==> src/rtl/tag_access_pkg.sv <==
package tag_access_pkg;

    typedef enum logic [1:0] {
        OP_LOGIN = 2'd0,
        OP_WRITE = 2'd1,
        OP_PWCHG = 2'd2,
        OP_READ  = 2'd3
    } op_e;

    localparam int FIELD_W = 8;

    // active configuration, refreshed only on restart
    typedef struct packed {
        logic [FIELD_W-1:0] rd_first;
        logic [FIELD_W-1:0] rd_last;
        logic [FIELD_W-1:0] rp_first;
        logic [FIELD_W-1:0] rp_last;
        logic [FIELD_W-1:0] wi_first;
        logic [FIELD_W-1:0] wi_last;
        logic               pw_check;
        logic               raw_en;
    } cfg_t;

endpackage

==> src/rtl/tag_range_match.sv <==
module tag_range_match #(
    parameter int AW = 6,
    parameter int FW = 8
) (
    input  logic [AW-1:0] addr_i,
    input  logic [FW-1:0] lo_i,
    input  logic [FW-1:0] hi_i,
    output logic          hit_o
);
    localparam int CW = (AW > FW) ? AW : FW;

    logic [CW-1:0] a_ext, lo_ext, hi_ext;

    always_comb begin
        a_ext  = CW'(addr_i);
        lo_ext = CW'(lo_i);
        hi_ext = CW'(hi_i);
        hit_o  = (a_ext >= lo_ext) && (a_ext <= hi_ext);
    end
endmodule

==> src/rtl/tag_pwd_cmp.sv <==
module tag_pwd_cmp #(
    parameter int W = 32
) (
    input  logic [W-1:0] given_i,
    input  logic [W-1:0] stored_i,
    output logic         match_o
);
    logic [W-1:0] diff;

    always_comb begin
        diff    = given_i ^ stored_i;
        match_o = (diff == '0);
    end
endmodule

==> src/rtl/tag_access_rules.sv <==
module tag_access_rules
    import tag_access_pkg::*;
#(
    parameter int AW        = 6,
    parameter int CFG_LAST  = 2,
    parameter int USER_LAST = 31,
    parameter int ROM_LAST  = 33
) (
    input  op_e           op_i,
    input  logic [AW-1:0] addr_i,
    input  logic          logged_i,
    input  logic          pw_check_i,
    input  logic          rp_hit_i,
    input  logic          wi_hit_i,
    input  logic          pwd_eq_i,
    input  logic          parity_ok_i,
    input  logic          power_ok_i,
    output logic          ack_o,
    output logic          grant_o
);
    localparam int CW = (AW > 7) ? AW : 7;

    logic [CW-1:0] a;
    logic          program_ok;
    logic          permit;

    always_comb begin
        a          = CW'(addr_i);
        program_ok = parity_ok_i && power_ok_i;
        permit     = 1'b0;
        ack_o      = 1'b0;
        unique case (op_i)
            OP_LOGIN: ack_o = parity_ok_i && pwd_eq_i;
            OP_WRITE: begin
                if (a == '0 || a > CW'(USER_LAST)) begin
                    permit = 1'b0;
                end else if (a <= CW'(CFG_LAST)) begin
                    permit = logged_i && !wi_hit_i;
                end else begin
                    permit = !wi_hit_i && (!pw_check_i || logged_i);
                end
                ack_o = permit && program_ok;
            end
            OP_PWCHG: ack_o = pwd_eq_i && program_ok;
            OP_READ: begin
                permit = (a != '0) && (a <= CW'(ROM_LAST)) && (!rp_hit_i || logged_i);
                ack_o  = permit && parity_ok_i;
            end
            default: ack_o = 1'b0;
        endcase
        grant_o = ack_o && (op_i != OP_LOGIN);
    end
endmodule

==> src/rtl/tag_access_ctrl.sv <==
module tag_access_ctrl
    import tag_access_pkg::*;
#(
    parameter int DW        = 32,
    parameter int AW        = 6,
    parameter int FW        = FIELD_W,
    parameter int CFG_LAST  = 2,
    parameter int USER_LAST = 31,
    parameter int ROM_LAST  = 33
) (
    input  logic          clk,
    input  logic          rst_n,
    input  logic          reload_i,
    input  logic [DW-1:0] nv_pwd_i,
    input  logic [DW-1:0] nv_prot_i,
    input  logic [DW-1:0] nv_ctrl_i,
    input  logic          req_valid_i,
    input  logic [1:0]    req_op_i,
    input  logic [AW-1:0] req_addr_i,
    input  logic [DW-1:0] req_pwd_i,
    input  logic          parity_ok_i,
    input  logic          power_ok_i,
    output logic          rsp_valid_o,
    output logic          rsp_ack_o,
    output logic          grant_o,
    output logic          logged_in_o,
    output logic [FW-1:0] first_rd_o,
    output logic [FW-1:0] last_rd_o,
    output logic          raw_en_o
);
    localparam int PWCHK_BIT = 2 * FW;
    localparam int RAW_BIT   = 2 * FW + 1;
    localparam int NRANGE    = 2;

    typedef struct packed {
        cfg_t cfg;
        logic logged;
        logic rsp_v;
        logic rsp_ack;
        logic grant;
    } st_t;

    st_t st_d, st_q;

    op_e           op;
    logic [FW-1:0] lo_b [NRANGE];
    logic [FW-1:0] hi_b [NRANGE];
    logic [NRANGE-1:0] hit;
    logic          pwd_eq, ack, grant;

    assign op = op_e'(req_op_i);

    always_comb begin
        lo_b[0] = st_q.cfg.rp_first;
        hi_b[0] = st_q.cfg.rp_last;
        lo_b[1] = st_q.cfg.wi_first;
        hi_b[1] = st_q.cfg.wi_last;
    end

    // index 0: read-protected range, index 1: write-inhibited range
    for (genvar g = 0; g < NRANGE; g++) begin : g_range
        tag_range_match #(.AW(AW), .FW(FW)) u_rng (
            .addr_i (req_addr_i),
            .lo_i   (lo_b[g]),
            .hi_i   (hi_b[g]),
            .hit_o  (hit[g])
        );
    end

    tag_pwd_cmp #(.W(DW)) u_pwd (
        .given_i  (req_pwd_i),
        .stored_i (nv_pwd_i),
        .match_o  (pwd_eq)
    );

    tag_access_rules #(
        .AW(AW), .CFG_LAST(CFG_LAST), .USER_LAST(USER_LAST), .ROM_LAST(ROM_LAST)
    ) u_rules (
        .op_i        (op),
        .addr_i      (req_addr_i),
        .logged_i    (st_q.logged),
        .pw_check_i  (st_q.cfg.pw_check),
        .rp_hit_i    (hit[0]),
        .wi_hit_i    (hit[1]),
        .pwd_eq_i    (pwd_eq),
        .parity_ok_i (parity_ok_i),
        .power_ok_i  (power_ok_i),
        .ack_o       (ack),
        .grant_o     (grant)
    );

    always_comb begin
        st_d         = st_q;
        st_d.rsp_v   = 1'b0;
        st_d.rsp_ack = 1'b0;
        st_d.grant   = 1'b0;
        if (reload_i) begin
            st_d.cfg.rd_first = nv_ctrl_i[FW-1:0];
            st_d.cfg.rd_last  = nv_ctrl_i[2*FW-1:FW];
            st_d.cfg.pw_check = nv_ctrl_i[PWCHK_BIT];
            st_d.cfg.raw_en   = nv_ctrl_i[RAW_BIT];
            st_d.cfg.rp_first = nv_prot_i[FW-1:0];
            st_d.cfg.rp_last  = nv_prot_i[2*FW-1:FW];
            st_d.cfg.wi_first = nv_prot_i[3*FW-1:2*FW];
            st_d.cfg.wi_last  = nv_prot_i[4*FW-1:3*FW];
            st_d.logged       = 1'b0;
        end else if (req_valid_i) begin
            st_d.rsp_v   = 1'b1;
            st_d.rsp_ack = ack;
            st_d.grant   = grant;
            if (op == OP_LOGIN) begin
                st_d.logged = ack;
            end
        end
    end

    always_ff @(posedge clk or negedge rst_n) begin
        if (!rst_n) begin
            st_q <= '0;
        end else begin
            st_q <= st_d;
        end
    end

    assign rsp_valid_o = st_q.rsp_v;
    assign rsp_ack_o   = st_q.rsp_ack;
    assign grant_o     = st_q.grant;
    assign logged_in_o = st_q.logged;
    assign first_rd_o  = st_q.cfg.rd_first;
    assign last_rd_o   = st_q.cfg.rd_last;
    assign raw_en_o    = st_q.cfg.raw_en;
endmodule

==> config.mk <==
export PLATFORM = sky130hd
export DESIGN_NAME = tag_access_ctrl
export DESIGN_NICKNAME = d
export VERILOG_FILES = /design/src/rtl/tag_access_pkg.sv /design/src/rtl/tag_range_match.sv /design/src/rtl/tag_pwd_cmp.sv /design/src/rtl/tag_access_rules.sv /design/src/rtl/tag_access_ctrl.sv
export SDC_FILE = /design/constraint.sdc
export NUM_CORES = 1
export LEC_CHECK = 0
export ABC_AREA = 0
export BUFFER_PORTS_ARGS = -buffer_cell sky130_fd_sc_hd__clkbuf_2
export CELL_PAD_IN_SITES_DETAIL_PLACEMENT = 1
export CELL_PAD_IN_SITES_GLOBAL_PLACEMENT = 2
export CORE_ASPECT_RATIO = 1.75
export CORE_MARGIN = 10
export CORE_UTILIZATION = 23
export CTS_BUF_LIST = sky130_fd_sc_hd__clkbuf_16
export DETAILED_ROUTE_END_ITERATION = 8
export PLACE_DENSITY = 0.75
export SETUP_SLACK_MARGIN = 0.2
export SLEW_MARGIN = 5
export SYNTH_ARGS = -nofsm -noshare
export SYNTH_HDL_FRONTEND = slang
export SYNTH_SLANG_ARGS = --single-unit
==> constraint.sdc <==
create_clock -name clk -period 1.9 [get_ports clk]
set_clock_uncertainty 0.1 [all_clocks]
set_input_delay 0.095 -clock clk [delete_from_list [all_inputs] [get_ports clk]]
set_output_delay 0.095 -clock clk [all_outputs]
set_load 0.02 [all_outputs]
==> results.md, run 1 <==
- DR vias/cell: 4.31
- Antenna violations before repair: 0
- Post-synth EDFFs: 0
- Final period utilization: 102%
- H-tree level count: 2
- Crit Path Class: register to register
- Commonest non-fill, non-tap cell in the layout: clkbuf_2
- Synth Cell Area: 0.00305 mm2
- Final Util: 36.5%
- Gp weighted congestion: 0.801
- RSZ-0062 raised after global routing: true
- Top FF cell, synth: dfrtp_1
- Routed Antenna Nets: 0
- Tightest Hold Check Type: input port to register
- PD cells: 628 mW/mm2
- Pin count of the biggest net entering global routing: 73
- Via count: 2865
- Worst-Margin Slew: 753 ps
- Synth Instances: 286
- Synth cell types: 32
- Seq. cell area: 0.00135 mm2
- Max Cap Viol: 0
- CTS max path bufs: 2
- Pre-Repair DR Iteration Count: 4
- Async SR Flop Fraction: 100%
- Syn Area/Cell: 10.7 um2
- CP max FO: 3
- Cell Rows: 55
- Worst setup margin: -34.1 ps
- Post-synthesis register bit count: 54
- Die Ht: 172 um
- Starting Density: 23.6%
- Worst hold slack: 126 ps
- Status: finished, violations left
- Die width: 107 um
- PortBufs: 148
- Final setup fails: 1
- Maximum vdd drop: 0.314 mV
- Final Hold Vio Count: 0
- Max-slew violations: 0
- Final nets: 660
- DP HPWL: 8640 um
- Overflow after GRT: 0
- Synth Warn #: 0
- Syn Nets: 455
- Family with the most delay on the worst path: compound AO/OA/AOI/OAI gates
- Most frequent cells in the layout: 148 x clkbuf_2, 54 x dfrtp_1, 52 x dlygate4sd3_1
- Multi-input gate area: 0.00162 mm2
- Seq/Total Area, Yosys: 44.3%
- Setup crit end kind: register
- Share of layout cells above drive strength 1: 40.9%
- CP Buf/Inv Count: 0
- Slew headroom: 49.8%
- Slowest-stage cell, CP: dfrtp_1
- CTS buffer count: 5
- First-pass GRT wire length: 16800 um
- Vias in the first global route: 3360
- Boundary pin count: 163
- DRT iter0 DRCs: 49
- Drt wl/cell: 15.9 um
- Maximum clock frequency: 517 MHz
- Routed WL: 10500 um
- Worst-path cell chain: ha_1 -> nand2b_4 -> a2111oi_4 -> nor3_2 -> o31ai_2 -> o21ai_2 -> a31oi_1
- Fill cells: 1558
- Layout area overhead: 55.1%
- DRC: 0
- Crit path launch type: register
- Setup repair bufs after CTS: 0
- CTS Sinks: 54
- Clock latency at the later pin of the worst-skew pair: 300 ps
- Fin crit period: 1930 ps
- CTS tree: built
- Die area: 0.0184 mm2
- Req. time, crit path: 2000 ps
- Clock Root Buffer: clkbuf_16
- Core Footprint: 0.0129 mm2
- CP arrival: 2040 ps
- Clk slew on worst S/H paths: 70 ps
- All-Layer GR Usage: 11.6%
- CP peak stage delay: 380 ps
- Failing checks: negative setup slack
- Leakage power: 2.34 nW
[area by class of cell]
type	count	share of cell area, %
Tap cell	171	4.53
Inverter	24	1.91
Antenna cell	1	0.0529
Multi-Input combinational cell	200	34.3
Timing Repair Buffer	206	27.6
Sequential cell	54	28.6
Clock inverter	3	0.370
Clock buffer	5	2.65
[worst reg2reg max path, cell delays in order, from the launching register on]
cell,delay (ps)
dfrtp_1,380
ha_1,270
nand2b_4,150
a2111oi_4,290
nor3_2,70
o31ai_2,260
o21ai_2,120
a31oi_1,200
[routing by layer]
| layer | vias to the layer above | wire length, um | GRT usage [%] |
|---|---|---|---|
| met5 | - | 0 | 0 |
| met4 | 0 | 133 | 3.61 |
| met3 | 6 | 392 | 2.39 |
| met2 | 59 | 6420 | 23.9 |
| met1 | 1395 | 3580 | 10.7 |
| li1 | 1405 | - | - |
[timing repair]
| item | 4_1_cts | 5_1_grt |
|---|---|---|
| hold endpoints to repair | 105 | 0 |
| gates cloned | 0 | 0 |
| hold buffers | 52 | 0 |
| pin swaps | 2 | 0 |
| setup endpoints to repair | 3 | 3 |
| gates resized for setup | 3 | 1 |
[worst paths after layout]
path	from	end	slack, ps	depth (start not counted)
worst max-delay path	lo_b[0]$_DFFE_PN0P_	grant_o$_DFF_PN0_	-30	7
worst min-delay path	req_op_i[1]	grant_o$_DFF_PN0_	130	4
worst max register to register	lo_b[0]$_DFFE_PN0P_	grant_o$_DFF_PN0_	-30	7
worst min register to register	first_rd_o[0]$_DFFE_PN0P_	first_rd_o[0]$_DFFE_PN0P_	410	1
max in group asynchronous	rst_n	logged_in_o$_DFFE_PN0P_	820	3
min in group asynchronous	rst_n	lo_b[1]$_DFFE_PN0P_	380	3
[where the power goes]
part,internal (mW),total (mW),switching (mW)
combinational,0.395,0.765,0.371
sequential,1.25,1.30,0.0468
clock,0.485,0.903,0.418
total,2.13,2.97,0.836
[per-stage QoR]
| stage | worst slack [ps] | total power, mW | instances | cell area, um2 | setup TNS (ps) |
|---|---|---|---|---|---|
| floorplan | 151 | 1.69 | 286 | 3070 | 0 |
| global placement | -89.3 | 1.98 | 603 | 4040 | -262 |
| detailed placement | -170 | 2.01 | 603 | 4040 | -404 |
| CTS | -55.3 | 3.03 | 663 | 4710 | -65.4 |
| global route | -117 | 3.17 | 663 | 4730 | -252 |
| finish | -34.1 | 2.97 | 664 | 4730 | -34.1 |
[synthesized netlist by cell type, types with 4 or more instances]
cell,count,area (um2)
a21oi_1,10,50.1
clkbuf_1,7,26.3
dfrtp_1,54,1350
ha_1,27,338
inv_1,24,90.1
mux2_2,30,338
nand2_1,21,78.8
nand3_1,8,40.0
nand4_1,4,25.0
nor2_1,6,22.5
nor3_1,7,35.0
nor4_1,7,43.8
o21ai_0,24,120
xnor2_1,6,52.6
xor2_1,26,228
[kinds of logic (layout without fill, tap and decap cells)]
logic type               Yosys count  count (layout)  share of synthesized area [%]
flip-flops                        54              54                           44.3
AO/OA/AOI/OAI                     47              47                           8.83
other                              0               1                              0
AND/OR/NAND/NOR                   63              63                           11.0
multiplexers                      31              31                           11.4
adder cells (fa/ha/maj)           27              27                           11.1
XOR/XNOR                          32              32                           9.20
buffers and inverters             32             238                           4.19
[state kept, by name, summed over array words and instances (netlist names), 8 cells and up]
name and flops:
first_rd_o 8, last_rd_o 8, lo_b 16, hi_b 16
Power figures use the tool's default switching activity.
==> run 2: changes to the inputs <==
Settings changed: MAX_ROUTING_LAYER set to met4.
==> run 2 against run 1 <==
The flow still finishes with violations (negative setup slack). Combinational power is essentially flat. Hold slack gained 3.7 ps. Worst setup slack lost 3.0 ps. Non-clock buffer count is the same. Flip-flop and latch count is the same. Maximum frequency shrank 0.16%. Via count shrank 0.28%. Register-to-register slack is essentially flat. Cell area is essentially flat. Critical path depth is the same. Critical endpoint unchanged. Highest routed layer unchanged.
==> results.md, run 2 (synthesized netlist as in run 1, its figures left out) <==
- Status: finished, violations left
- Failing checks: negative setup slack
- Place WS: -170 ps (unchanged)
- Boundary pin count: 163 (unchanged)
- Total power draw: 2.97 mW (about the same)
- Antenna violations before repair: 1 (+1)
- Worst-Margin Slew: 751 ps (-1.69 ps)
- Combinational share of power: 25.8% (about the same)
- PD cells: 628 mW/mm2 (about the same)
- Routed Antenna Nets: 0 (unchanged)
- Drt wl/cell: 15.8 um (about the same)
- CTS buffer count: 5 (unchanged)
- CTS Sinks: 54 (unchanged)
- Starting Density: 23.6% (unchanged)
- P_sw: 0.836 mW (about the same)
- Via count: 2857 (-0.28%)
- DRT iter0 DRCs: 52 (+6.1%)
- Vias in the first global route: 3375 (+0.45%)
- Crit path launch type: register
- Pre-Repair DR Iteration Count: 4 (unchanged)
- Final Hold Vio Count: 0 (unchanged)
- Clk slew on worst S/H paths: 70 ps (about the same)
- Maximum clock frequency: 516 MHz (-0.16%)
- Routed WL: 10500 um (about the same)
- Slew headroom: 49.9% (+0.11 points)
- Final nets: 660 (unchanged)
- Overflow after GRT: 0 (unchanged)
- Clock Root Buffer: clkbuf_16
- Leakage power: 2.34 nW (about the same)
- CP max FO: 3 (unchanged)
- Final period utilization: 102% (+0.16 points)
- Net Sw Frac: 28.2% (about the same)
- Most frequent cells in the layout: 148 x clkbuf_2, 54 x dfrtp_1, 52 x dlygate4sd3_1
- CP arrival: 2040 ps (about the same)
- Register share of total power: 43.8% (about the same)
- PortBufs: 148 (unchanged)
- Fin crit period: 1940 ps (+3.04 ps)
- Cell Rows: 55 (unchanged)
- Die Ht: 172 um (unchanged)
- Setup repair bufs after CTS: 0 (unchanged)
- Layout area overhead: 55.2% (about the same)
- Die width: 107 um (unchanged)
- Worst setup margin: -37.2 ps (-3.04 ps)
- Share of layout cells above drive strength 1: 40.9% (unchanged)
- Tightest Hold Check Type: input port to register
- Die area: 0.0184 mm2 (unchanged)
- DP HPWL: 8640 um (unchanged)
- First-pass GRT wire length: 16700 um (-0.37%)
- Int Power: 2.13 mW (about the same)
- Clock share of power: 30.4% (about the same)
- CTS max path bufs: 2 (unchanged)
- CTS tree: built
- Setup crit end kind: register
- Clock latency at the later pin of the worst-skew pair: 300 ps (about the same)
- Pin count of the biggest net entering global routing: 73 (unchanged)
- DR vias/cell: 4.30 (-0.43%)
- DRC: 0 (unchanged)
- Req. time, crit path: 2000 ps (about the same)
- Gp weighted congestion: 0.812 (+1.3%)
- Maximum vdd drop: 0.315 mV (+0.43%)
- Commonest non-fill, non-tap cell in the layout: clkbuf_2
- Max-slew violations: 0 (unchanged)
- Final setup fails: 1 (unchanged)
- Max Cap Viol: 0 (unchanged)
- RSZ-0062 raised after global routing: true
- All-Layer GR Usage: 11.9% (+0.30 points)
- Crit Path Class: register to register
- H-tree level count: 2 (unchanged)
- Core Footprint: 0.0129 mm2 (unchanged)
## run 2: changes by cell type in the layout (fill, tap and decap cells not counted)
cell and delta:
diode_2 +1
## run 2: power by group through the flow
stage / registers, mW / clock network [mW] / logic, mW
after global placement: 1.32 / 0 / 0.658
after detailed placement: 1.32 / 0 / 0.683
after CTS: 1.30 / 0.950 / 0.779
after global routing: 1.31 / 0.992 / 0.864
final: 1.30 / 0.903 / 0.766
after floorplan: 1.36 / 0 / 0.323
## run 2: final cells by class
class / count / area (um2)
diodes: 2 / 5.00
clock buffers: 5 / 125
clock inverters: 3 / 17.5
fillers: 1559 / 8210
inverters: 24 / 90.1
multi-input cells: 200 / 1620
flip-flops and latches: 54 / 1350
well taps: 171 / 214
repair buffers: 206 / 1310
## run 2: critical path, stage by stage (launching register included)
cell and delay (ps):
dfrtp_1 380, ha_1 260, nand2b_1 140, a21o_1 170, a21oi_1 200, o21ai_0 140, a31o_2 240, a31oi_1 200
## run 2: stage by stage
step | instances | cell area [um2] | util (%) | hold slack, ps | TNS (ps)
CTS | 663 | 4710 | 36.4 | 125 | -65.4
floorplan | 286 | 3070 | - | -301 | 0
detailed placement | 603 | 4040 | 31.2 | 187 | -404
global route | 664 | 4730 | 36.5 | 155 | -254
finish | 665 | 4730 | 36.6 | 130 | -37.2
global placement | 603 | 4040 | 31.2 | 170 | -262
## run 2: timing repair
action,CTS,global route
hold buffers,52,0
setup endpoints to repair,3,3
hold endpoints to repair,105,0
pin swaps,2,0
resized for setup,3,1
## run 2: worst paths after layout
path | from | endpoint | slack [ps] | cells past startpoint
setup / recovery | lo_b[8]$_DFFE_PN0P_ | grant_o$_DFF_PN0_ | -40 | 7
hold / removal | req_op_i[1] | grant_o$_DFF_PN0_ | 130 | 4
setup reg to reg | lo_b[8]$_DFFE_PN0P_ | grant_o$_DFF_PN0_ | -40 | 7
hold reg to reg | first_rd_o[0]$_DFFE_PN0P_ | first_rd_o[0]$_DFFE_PN0P_ | 410 | 1
max in group asynchronous | rst_n | first_rd_o[7]$_DFFE_PN0P_ | 810 | 3
min in group asynchronous | rst_n | lo_b[1]$_DFFE_PN0P_ | 380 | 3
## run 2: layer usage
| layer | GRT usage [%] | part of all wire, % | up-vias |
|---|---|---|---|
| li1 | - | - | 1405 |
| met1 | 10.9 | 34 | 1386 |
| met2 | 23.8 | 61 | 59 |
| met3 | 2.20 | 3.4 | 7 |
| met4 | 3.61 | 1.3 | 0 |
| met5 | - | 0 | - |
==> run 3: changes to the inputs <==
Settings changed: CORE_ASPECT_RATIO 1.75 to 1.25.
==> run 3 against run 2 <==
The run now ends clean. Register-to-register slack gained 70 ps. Critical path depth is the same. Clock power rose by 0.7%. Critical path type unchanged. Largest cell class unchanged. Highest routed layer unchanged.
==> results.md, run 3 (synthesized netlist as in run 1, its figures left out) <==
- Share of layout cells above drive strength 1: 40.4% (-0.45 points)
- Maximum clock frequency: 535 MHz (+3.7%)
- Place WS: -96.2 ps (+73.6 ps)
- Vias in the first global route: 3341 (-1.0%)
- Fin area: 0.00470 mm2 (-0.69%)
- DP HPWL: 8390 um (-2.8%)
- Crit Path Class: register to register
- Total power draw: 2.97 mW (about the same)
- Pin count of the biggest net entering global routing: 73 (unchanged)
- Status: completed
- CTS Sinks: 54 (unchanged)
- Final period utilization: 98.3% (-3.7 points)
- Placed cell area: 0.00402 mm2 (-0.47%)
- Maximum vdd drop: 0.326 mV (+3.5%)
- Layout area overhead: 54.1%
- Max-slew violations: 0 (unchanged)
- DRC: 0 (unchanged)
- CP max FO: 3 (unchanged)
- CTS buffer count: 5 (unchanged)
- Tightest Hold Check Type: input port to register
- H-tree level count: 2 (unchanged)
- DRT iter0 DRCs: 79 (+52%)
- PortBufs: 148 (unchanged)
- Boundary pin count: 163 (unchanged)
- Req. time, crit path: 2010 ps (about the same)
- Worst-Margin Slew: 775 ps (+24.0 ps)
- First-pass GRT wire length: 17300 um (+3.8%)
- Slew headroom: 48.3% (-1.6 points)
- Final Hold Vio Count: 0 (unchanged)
- Die width: 123 um (+15%)
- Gp weighted congestion: 0.793 (-2.3%)
- Max Cap Viol: 0 (unchanged)
- Commonest non-fill, non-tap cell in the layout: clkbuf_2
- All-Layer GR Usage: 12.3% (+0.42 points)
- Setup crit end kind: register
- Pre-Repair DR Iteration Count: 4 (unchanged)
- Drt wl/cell: 16.0 um (+0.64%)
- Clock Root Buffer: clkbuf_16
- Fin Setup TNS: 0 ps (+37.2 ps)
- Core Footprint: 0.0128 mm2 (-0.79%)
- RSZ-0062 raised after global routing: true
- Seq. cell area: 0.00135 mm2 (unchanged)
- Cell Rows: 46 (-16%)
- Worst setup margin: 32.5 ps (+69.6 ps)
- Fin crit period: 1870 ps (-69.6 ps)
- Routed Antenna Nets: 0 (unchanged)
- Die Ht: 149 um (-14%)
- Final setup fails: 0 (-1)
- Final Util: 36.6% (+0.039 points)
- Setup repair bufs after CTS: 0 (unchanged)
- Die area: 0.0183 mm2 (-0.83%)
- Crit path launch type: register
- CTS max path bufs: 2 (unchanged)
- Leakage power: 2.32 nW (-0.74%)
- Clock latency at the later pin of the worst-skew pair: 290 ps (about the same)
- Final nets: 658 (-0.30%)
- CTS tree: built
- Overflow after GRT: 0 (unchanged)
- Most frequent cells in the layout: 148 x clkbuf_2, 54 x dfrtp_1, 52 x dlygate4sd3_1
- Fill cells: 1503 (-3.6%)
- Starting Density: 23.7% (+0.19 points)
- Antenna violations before repair: 1 (unchanged)
- Multi-input gate area: 0.00161 mm2 (-0.77%)
- CP arrival: 1980 ps (-60 ps)
- Routed WL: 10500 um (-0.11%)
- Clk slew on worst S/H paths: 70 ps (about the same)
- Via count: 2820 (-1.3%)
- DR vias/cell: 4.27 (-0.55%)
- PD cells: 632 mW/mm2 (+0.73%)
## run 3: changes by cell type in the layout (fill, tap and decap cells not counted), sizes merged
cell      delta
inv          -1
buf          -2
clkinvlp     +1
## run 3: cell type report
class | count | share of cell area [%]
multi-input combinational | 200 | 34.2
sequential | 54 | 28.8
timing repair buffer | 204 | 27.5
inverter | 24 | 1.92
tap | 168 | 4.47
clock inverter | 3 | 0.346
antenna | 2 | 0.107
clock buffer | 5 | 2.66
## run 3: critical path: stages, from the launching register on
cell and delay (ps):
dfrtp_1 380, ha_1 270, nand2b_4 150, a2111oi_4 290, nor3_2 70, o31ai_2 230
o21ai_2 110, a31oi_1 180
## run 3: worst paths after layout
path / from / to / slack, ps / cells after the start
hold / removal: req_op_i[1] / grant_o$_DFF_PN0_ / 110 / 4
setup / recovery: lo_b[0]$_DFFE_PN0P_ / grant_o$_DFF_PN0_ / 30 / 7
setup reg to reg: lo_b[0]$_DFFE_PN0P_ / grant_o$_DFF_PN0_ / 30 / 7
hold reg to reg: first_rd_o[6]$_DFFE_PN0P_ / first_rd_o[6]$_DFFE_PN0P_ / 410 / 1
min in group asynchronous: rst_n / hi_b[7]$_DFFE_PN0P_ / 370 / 3
max in group asynchronous: rst_n / st_q[5]$_DFFE_PN0P_ / 820 / 3
## run 3: power breakdown
part / leakage, nW / switching [mW] / internal [mW]
Sequential: 0.647 / 0.0511 / 1.25
Combinational: 1.61 / 0.367 / 0.390
Clock: 0.0673 / 0.426 / 0.483
Total: 2.32 / 0.844 / 2.13
## run 3: layer usage
| layer | track usage (%) | vias up | wire, um |
|---|---|---|---|
| met5 | - | - | 0 |
| met4 | 4.84 | 0 | 294 |
| met3 | 2.23 | 17 | 370 |
| met2 | 21.9 | 70 | 5760 |
| met1 | 13.1 | 1336 | 4100 |
| li1 | - | 1397 | - |
## run 3: timing repair
item,4_1_cts,5_1_grt
hold buffers,52,0
cloned,0,0
setup endpoints to repair,3,3
pin swaps,3,1
resized for setup,1,2
hold endpoints to repair,105,0
## run 3: stage by stage
| stage | cells | hold slack (ps) |
|---|---|---|
| after CTS | 658 | 94.3 |
| after global routing | 659 | 135 |
| final | 660 | 106 |
| after floorplan | 286 | -301 |
| after global placement | 598 | 181 |
| after detailed placement | 598 | 195 |
